## config.mk

```make
export PLATFORM = sky130hd
export DESIGN_NAME = reload_timer
export DESIGN_NICKNAME = d
export VERILOG_FILES = /design/src/rtl/reload_timer.sv
export SDC_FILE = /design/constraint.sdc
export NUM_CORES = 1
export LEC_CHECK = 0
export BUFFER_PORTS_ARGS = -buffer_cell sky130_fd_sc_hd__buf_2
export CAP_MARGIN = 30
export CORE_MARGIN = 3
export CORE_UTILIZATION = 30
export CTS_BUF_LIST = sky130_fd_sc_hd__clkbuf_8
export DETAILED_ROUTE_END_ITERATION = 16
export SETUP_SLACK_MARGIN = 0.2
export SLEW_MARGIN = 20
export SYNTH_ARGS = -nofsm -noshare
export SYNTH_HDL_FRONTEND = slang
export SYNTH_SLANG_ARGS = --single-unit
```

## constraint.sdc

```tcl
create_clock -name clk -period 3.25 [get_ports clk]
set_input_delay 0.1625 -clock clk [delete_from_list [all_inputs] [get_ports clk]]
set_output_delay 0.1625 -clock clk [all_outputs]
set_load 0.01 [all_outputs]
```

## src/rtl/reload_timer.sv

```systemverilog
module reload_timer #(
  parameter int AW = 5,
  parameter int TW = 32
) (
  input  logic          clk,
  input  logic          rst_n,
  input  logic          bus_sel,
  input  logic          bus_wr,
  input  logic [AW-1:0] bus_addr,
  input  logic [31:0]   bus_wdata,
  output logic [31:0]   bus_rdata,
  input  logic          tick_periph,
  input  logic          tick_fast,
  input  logic          tick_slow,
  output logic          irq
);
  localparam logic [TW-1:0] TOP  = '1;
  localparam logic [25:0]   KEEP = 26'h03C0003;

  logic [25:0]   ctrl;
  logic          flag;
  logic [TW-1:0] load_q, cmp_q, cnt;
  logic [11:0]   pcnt;

  wire en    = ctrl[0];
  wire ocien = ctrl[2];
  wire rld   = ctrl[3];
  wire iovw  = ctrl[17];
  wire [11:0] pre = ctrl[15:4];
  wire [1:0]  src = ctrl[25:24];

  wire wr_ctrl = bus_sel && bus_wr && bus_addr == AW'(5'h00);
  wire wr_stat = bus_sel && bus_wr && bus_addr == AW'(5'h04);
  wire wr_load = bus_sel && bus_wr && bus_addr == AW'(5'h08);
  wire wr_cmp  = bus_sel && bus_wr && bus_addr == AW'(5'h0C);

  wire [25:0] wnew  = bus_wdata[25:0];
  wire        swr   = wr_ctrl && wnew[16];
  wire [25:0] ctrl_d = swr ? (wnew & KEEP) : wnew;
  wire        rise  = wr_ctrl && !swr && wnew[0] && !en && wnew[1];

  logic src_tick;
  always_comb begin
    case (src)
      2'b01:   src_tick = tick_periph;
      2'b10:   src_tick = tick_fast;
      2'b11:   src_tick = tick_slow;
      default: src_tick = 1'b0;
    endcase
  end

  wire           step    = en && src_tick && pcnt == pre;
  wire [TW-1:0]  cnt_dec = (cnt == '0) ? (rld ? load_q : TOP) : cnt - 1'b1;
  wire           match   = step && ocien && cnt_dec == cmp_q;
  wire           pre_rst = wr_ctrl && (ctrl_d[25:24] != src || ctrl_d[15:4] != pre);

  always_ff @(posedge clk or negedge rst_n) begin
    if (!rst_n) begin
      ctrl   <= '0;
      flag   <= 1'b0;
      load_q <= TOP;
      cmp_q  <= '0;
      cnt    <= TOP;
      pcnt   <= '0;
    end else begin
      if (wr_ctrl) ctrl <= ctrl_d;

      if (swr)                         load_q <= TOP;
      else if (wr_load)                load_q <= bus_wdata[TW-1:0];

      if (swr)                         cmp_q <= '0;
      else if (wr_cmp)                 cmp_q <= bus_wdata[TW-1:0];

      if (swr)                         flag <= 1'b0;
      else if (match)                  flag <= 1'b1;
      else if (wr_stat && bus_wdata[0]) flag <= 1'b0;

      if (swr)                         cnt <= TOP;
      else if (rise)                   cnt <= wnew[3] ? load_q : TOP;
      else if (wr_load && iovw)        cnt <= bus_wdata[TW-1:0];
      else if (step)                   cnt <= cnt_dec;

      if (pre_rst)                     pcnt <= '0;
      else if (en && src_tick)         pcnt <= (pcnt == pre) ? '0 : pcnt + 1'b1;
    end
  end

  always_comb begin
    case (bus_addr)
      AW'(5'h00): bus_rdata = {6'b0, ctrl};
      AW'(5'h04): bus_rdata = {31'b0, flag};
      AW'(5'h08): bus_rdata = 32'(load_q);
      AW'(5'h0C): bus_rdata = 32'(cmp_q);
      AW'(5'h10): bus_rdata = 32'(cnt);
      default:    bus_rdata = '0;
    endcase
  end

  assign irq = flag && ocien && en;
endmodule

```

== After elaboration in Yosys (flattened, before gate mapping) ==
Index checks and enable logic that the tools add are counted.
Cells by class
  reductions and logical operators: 29
  equal/unequal tests: 11
  add/subtract/negate cells: 2
  mux-type cells: 20
Operators by type and width (count)
  32-bit 2-to-1 mux: 11
  32-bit one-hot mux with 5 select lines: 1
  12-bit 2-to-1 mux: 3
  32-bit == test: 1
  32-bit zero test: 1
  32-bit by 1-bit subtractor with 32-bit output, second input constant: 1
  26-bit 2-to-1 mux: 1
  1-bit logical AND: 19
  12-bit by 1-bit adder with 12-bit output, second input constant: 1
  12-bit == test: 1
  12-bit != test: 1
  5-bit by 4-bit == test with 1-bit output, second input constant: 2
  2-bit nonzero test: 3
  5-bit by 3-bit == test with 1-bit output, second input constant: 1
  5-bit == test, second input constant: 1
  5-bit zero test: 1
  2-bit == test, second input constant: 2
  4-bit nonzero test: 1
  1-bit 2-to-1 mux: 3
  1-bit one-hot mux with 3 select lines: 1
  3-bit nonzero test: 1
  2-bit by 1-bit == test with 1-bit output, second input constant: 1
  1-bit zero test: 2
  2-bit != test: 1
  1-bit logical OR: 1
Word-level totals
  word-level logic and storage cells: 68
  output and inout port bits: 33
  register bits after elaboration: 135
  input port bits: 44

== Longest topological paths before layout ==
  word-level depth: 10
  gate-level depth with buffers: 13
  depth with buffers taken out: 11

== Least setup slack after synthesis ==
OpenSTA, ideal clock, no wires.
  path kind: register -> register
  start: register cnt[20]
  end: register flag
  library setup time: 0.076 ns
  buffers on the path: 2
  cell stages (with the launch flop): 12
  arrival time: 2.955 ns
  required time: 3.174 ns
  period minus slack after synthesis: 3.031 ns
  setup slack: 0.219 ns
  cells stage by stage: dfstp_2 > buf_2 > or4_4 > nand2b_1 > or4_1 > clkbuf_1 > a2bb2oi_1 > xor2_1 > or4_1 > nor4_1 > nand4_1 > o21ai_1
On the way
  word-level cells in the longest chain between the ends: 6
  elaborated cells between the ends (all ways): 8
  those cells by class: add/sub: 1; eq/ne: 1; mux: 3; reduce/logical: 3
RTL lines
  start: declaration: RTL line 22  | logic [TW-1:0] load_q, cmp_q, cnt;
  start signal: assignment: RTL line 79  | else if (rise) cnt <= wnew[3] ? load_q : TOP;
  start signal: assignment: RTL line 80  | else if (wr_load && iovw) cnt <= bus_wdata[TW-1:0];
  start signal: assignment: RTL line 81  | else if (step) cnt <= cnt_dec;
  32-bit by 1-bit subtractor with 32-bit output or 32-bit zero test (tied branches): RTL line 53  | wire [TW-1:0] cnt_dec = (cnt == '0) ? (rld ? load_q : TOP) : cnt - 1'b1;
  32-bit 2-to-1 mux *: RTL line 53
  32-bit == test *: RTL line 54  | wire match = step && ocien && cnt_dec == cmp_q;
  1-bit logical AND *: RTL line 54
  1-bit 2-to-1 mux: RTL line 75  | else if (match) flag <= 1'b1;
  1-bit 2-to-1 mux: RTL line 74  | if (swr) flag <= 1'b0;
  end signal: assignment: RTL line 74
  end signal: assignment: RTL line 75
  end signal: assignment: RTL line 76  | else if (wr_stat && bus_wdata[0]) flag <= 1'b0;
  end: declaration: RTL line 21  | logic flag;
Every way passes the cells marked *; elsewhere a longest branch is shown, timed or not.
A chain may end at the register's enable or synchronous reset.

== Worst setup path after layout ==
  start: register cnt[15]
  end: register flag
The elaborated chain is that of the path after synthesis.

==> impl_metrics.tcl <==
set metrics [dict create \
    synth_flop_cell "dfrtp_1" \
    n_fill_cell 3077 \
    antenna_found_initial 1 \
    synth_cell_types 69 \
    chipWidth_um 179.5 \
    final.setup.tns_ps 0 \
    htree_levels 4 \
    initial_core_util_pct 30.95 \
    finalSetupViolCount 0 \
    fmax_mhz 336.1 \
    syn_to_final_growth_pct 20.16 \
    route.detailed.drc 0 \
    core-area_mm2 0.02917 \
    ff_latch_area_mm2 0.003458 \
    synth_fp_nets 1210 \
    synth-edff-count 0 \
    relSlewSlack_pct 40.98 \
    synth-seq-area-share_pct 38.30 \
    worst_clock_skew_ps 18.37 \
    num_antenna_cells 0 \
    grt_pass1_wl_mm 56.06 \
    row_count 62 \
    start_kind "flip-flop" \
    gp_congestion 0.9801 \
    grt_util_all_layers_pct 22.01 \
    dpl.hpwl_mm 25.75 \
    clock_sinks 135 \
    cp.arrival_ps 3370 \
    cts_tree "built" \
    via_per_inst 5.683 \
    drt-pass1-iter-count 8 \
    multi_input_area_mm2 0.005276 \
    irDropWorstVdd_v 0.0002464 \
    drive_gt1_share_pct 21.47 \
    fin_cells 1651 \
    dp.cells 1590 \
    worst_pin_slew_ps 883.1 \
    ys_seq_elements 135 \
    worstSetupPathType "reg2reg" \
    layout.nets 1301 \
    report.final.hold_viol_count 0 \
    drtIter0Drc 1223 \
    routedWlPerCell_um 22.05 \
    die_area_mm2 0.03221 \
    clock_path_buffers 2 \
    leakagePower_nw 4.700 \
    cp_cell_sequence "or4_4 -> or2_4 -> buf_8 -> or3_4 -> mux2_4 -> o21ai_4 -> xor2_2 -> a2111oi_2 -> nand4_1 -> o21ai_1" \
    maxCapViolations 0 \
    ios 77 \
    timing.critical_path.slowest_stage_cell "or4_4" \
    grt.overflow.total 0 \
    synth_cells 1163 \
    drv_slew 0 \
    grt_pass1_vias 9179 \
    vias 9383 \
    status "finished, final reports clean" \
    syn_area_mm2 0.009029 \
    grt_max_degree 68 \
    critPathMaxFanout 7 \
    ant_nets 0 \
    cp.required_ps 3640 \
    power_density_mw_per_mm2 587.1 \
    end_kind "flip-flop" \
    r2r_slack_ps 280 \
    fin_crit_sh_pct 91.54 \
    finalWirelength_mm 36.40 \
    fin_crit_ps 2975 \
    die_h_um 179.5 \
    path_clk_slew_ps 100 \
    clk_latency_ps 460 \
    cpPeakStageDelay_ps 550 \
    async_reset_ff_share_pct 100.0 \
    cts_buffers 17 \
    syn_avg_cell_area_um2 7.763 \
    hold_path_class "in2reg" \
    rsz0062_at_grt "yes" \
    clock-root-buffer "clkbuf_8" \
    ys.warnings.count 0 \
    port_buffers 76 \
]
## cells in the final DEF, fill, tap and decap left out, types with 8 or more instances in the layout
cell type	n
a21oi_1	67
a222oi_1	33
a31oi_1	24
buf_2	75
buf_4	54
clkbuf_8	18
dfrtp_1	71
dfstp_2	64
dlygate4sd3_1	26
inv_1	33
nand2_1	286
nand2b_1	17
nand3_1	47
nand3b_1	11
nand4_1	12
nor2_1	71
nor2b_1	8
nor3_1	18
nor3b_1	12
nor4_1	9
o211ai_1	17
o21ai_0	67
o22a_1	8
o22ai_1	17
or3_1	11
xnor2_1	23
xor2_1	32
## what timing repair did
| action | CTS | global route |
|---|---|---|
| hold endpoints to repair | 87 | 0 |
| hold buffers | 26 | 0 |
| pin swaps | 1 | 16 |
| endpoints found under the setup margin | 1 | 2 |
| gates resized for setup | 6 | 28 |
| setup buffers | 0 | 3 |
## layer usage
layer | part of all wire [%] | global-route usage, % | vias to the layer above | wire length, um
li1 | - | - | 4308 | -
met1 | 45 | 31.39 | 4551 | 16250
met2 | 44 | 33.34 | 442 | 16160
met3 | 7.8 | 3.860 | 80 | 2833
met4 | 3.1 | 8.323 | 2 | 1146
met5 | 0.030 | 0 | - | 11
## power breakdown
group | internal, mW | switching (mW)
clock | 0.632 | 0.769
sequential | 2.22 | 0.605
combinational | 0.973 | 1.17
total | 3.83 | 2.54
## Yosys cell counts, types with 4 or more instances
| cell | number | area share [%] |
|---|---|---|
| a21o_1 | 4 | 0.33 |
| a21oi_1 | 67 | 3.7 |
| a222oi_1 | 33 | 3.7 |
| a31oi_1 | 24 | 1.7 |
| and2_1 | 7 | 0.49 |
| and3_1 | 7 | 0.49 |
| buf_1 | 9 | 0.37 |
| buf_2 | 4 | 0.22 |
| clkbuf_1 | 74 | 3.1 |
| dfrtp_1 | 71 | 20 |
| dfstp_2 | 64 | 19 |
| inv_1 | 32 | 1.3 |
| mux2i_1 | 8 | 0.89 |
| nand2_1 | 286 | 12 |
| nand2b_1 | 18 | 1.2 |
| nand3_1 | 48 | 2.7 |
| nand3b_1 | 11 | 0.91 |
| nand4_1 | 12 | 0.83 |
| nor2_1 | 72 | 3.0 |
| nor2b_1 | 8 | 0.55 |
| nor3_1 | 22 | 1.2 |
| nor3b_1 | 14 | 1.2 |
| nor4_1 | 14 | 0.97 |
| o211ai_1 | 17 | 1.4 |
| o21ai_0 | 67 | 3.7 |
| o22a_1 | 8 | 0.78 |
| o22ai_1 | 17 | 1.2 |
| o32ai_1 | 5 | 0.49 |
| or2_2 | 4 | 0.28 |
| or3_1 | 12 | 0.83 |
| or4_1 | 5 | 0.42 |
| xnor2_1 | 24 | 2.3 |
| xor2_1 | 33 | 3.2 |
## state kept, by name, indices dropped and copies added (netlist names)
register and count:
cmp_q 32, cnt 32, ctrl 26, flag 1, load_q 32, pcnt 12
## critical path: cells and delay by family (launching register included)
family / cells / cell delay, ps
buffers and inverters: 1 / 150
and+or+nand+nor: 4 / 1340
AOI/OAI and AO/OA: 3 / 620
xor gates and xnor gates: 1 / 100
DFF: 1 / 370
muxes: 1 / 320
## path summary, 6_finish.rpt
| check | start | endpoint | cells after the start |
|---|---|---|---|
| setup reg to reg | cnt[15] | flag | 10 |
| hold reg to reg | ctrl[22] | ctrl[22] | 2 |
| min in group asynchronous | rst_n | cmp_q[30] | 2 |
| max in group asynchronous | rst_n | load_q[11] | 3 |
| hold / removal | bus_wdata[11] | load_q[11] | 3 |
| setup / recovery | cnt[15] | flag | 10 |
## cells by family after synthesis
logic type               Yosys count  share of synthesized area [%]
AO/OA/AOI/OAI                    282                          20.72
adder cells (fa/ha/maj)            3                         0.4158
XOR/XNOR                          57                          5.529
multiplexers                      11                          1.261
buffers and inverters            121                          5.211
flip-flops                       135                          38.30
AND/OR/NAND/NOR                  554                          28.56
## through the flow
step           total power, mW  cell area, um^2  setup slack, ps  utilization, %  hold WS [ps]
2_1_floorplan            3.988             9029            219.0               -        -133.1
3_3_place_gp             4.746            10020            68.74           34.34         210.5
3_5_place_dp             4.770            10020            77.42           34.34         209.0
4_1_cts                  6.230            10670            205.9           36.58         2.655
5_1_grt                  6.719            10850            80.34           37.20         15.70
6_report                 6.370            10850            275.1           37.20         25.04
## area by class of cell
cell class                 count  area share, %
clock buffer                  18          2.283
multi-input combinational    907          48.63
clock inverter                14          1.176
tap                          384          4.429
timing repair buffer         161          10.49
sequential                   135          31.88
inverter                      32          1.107
Note: power is estimated with default switching activity, not from simulation.
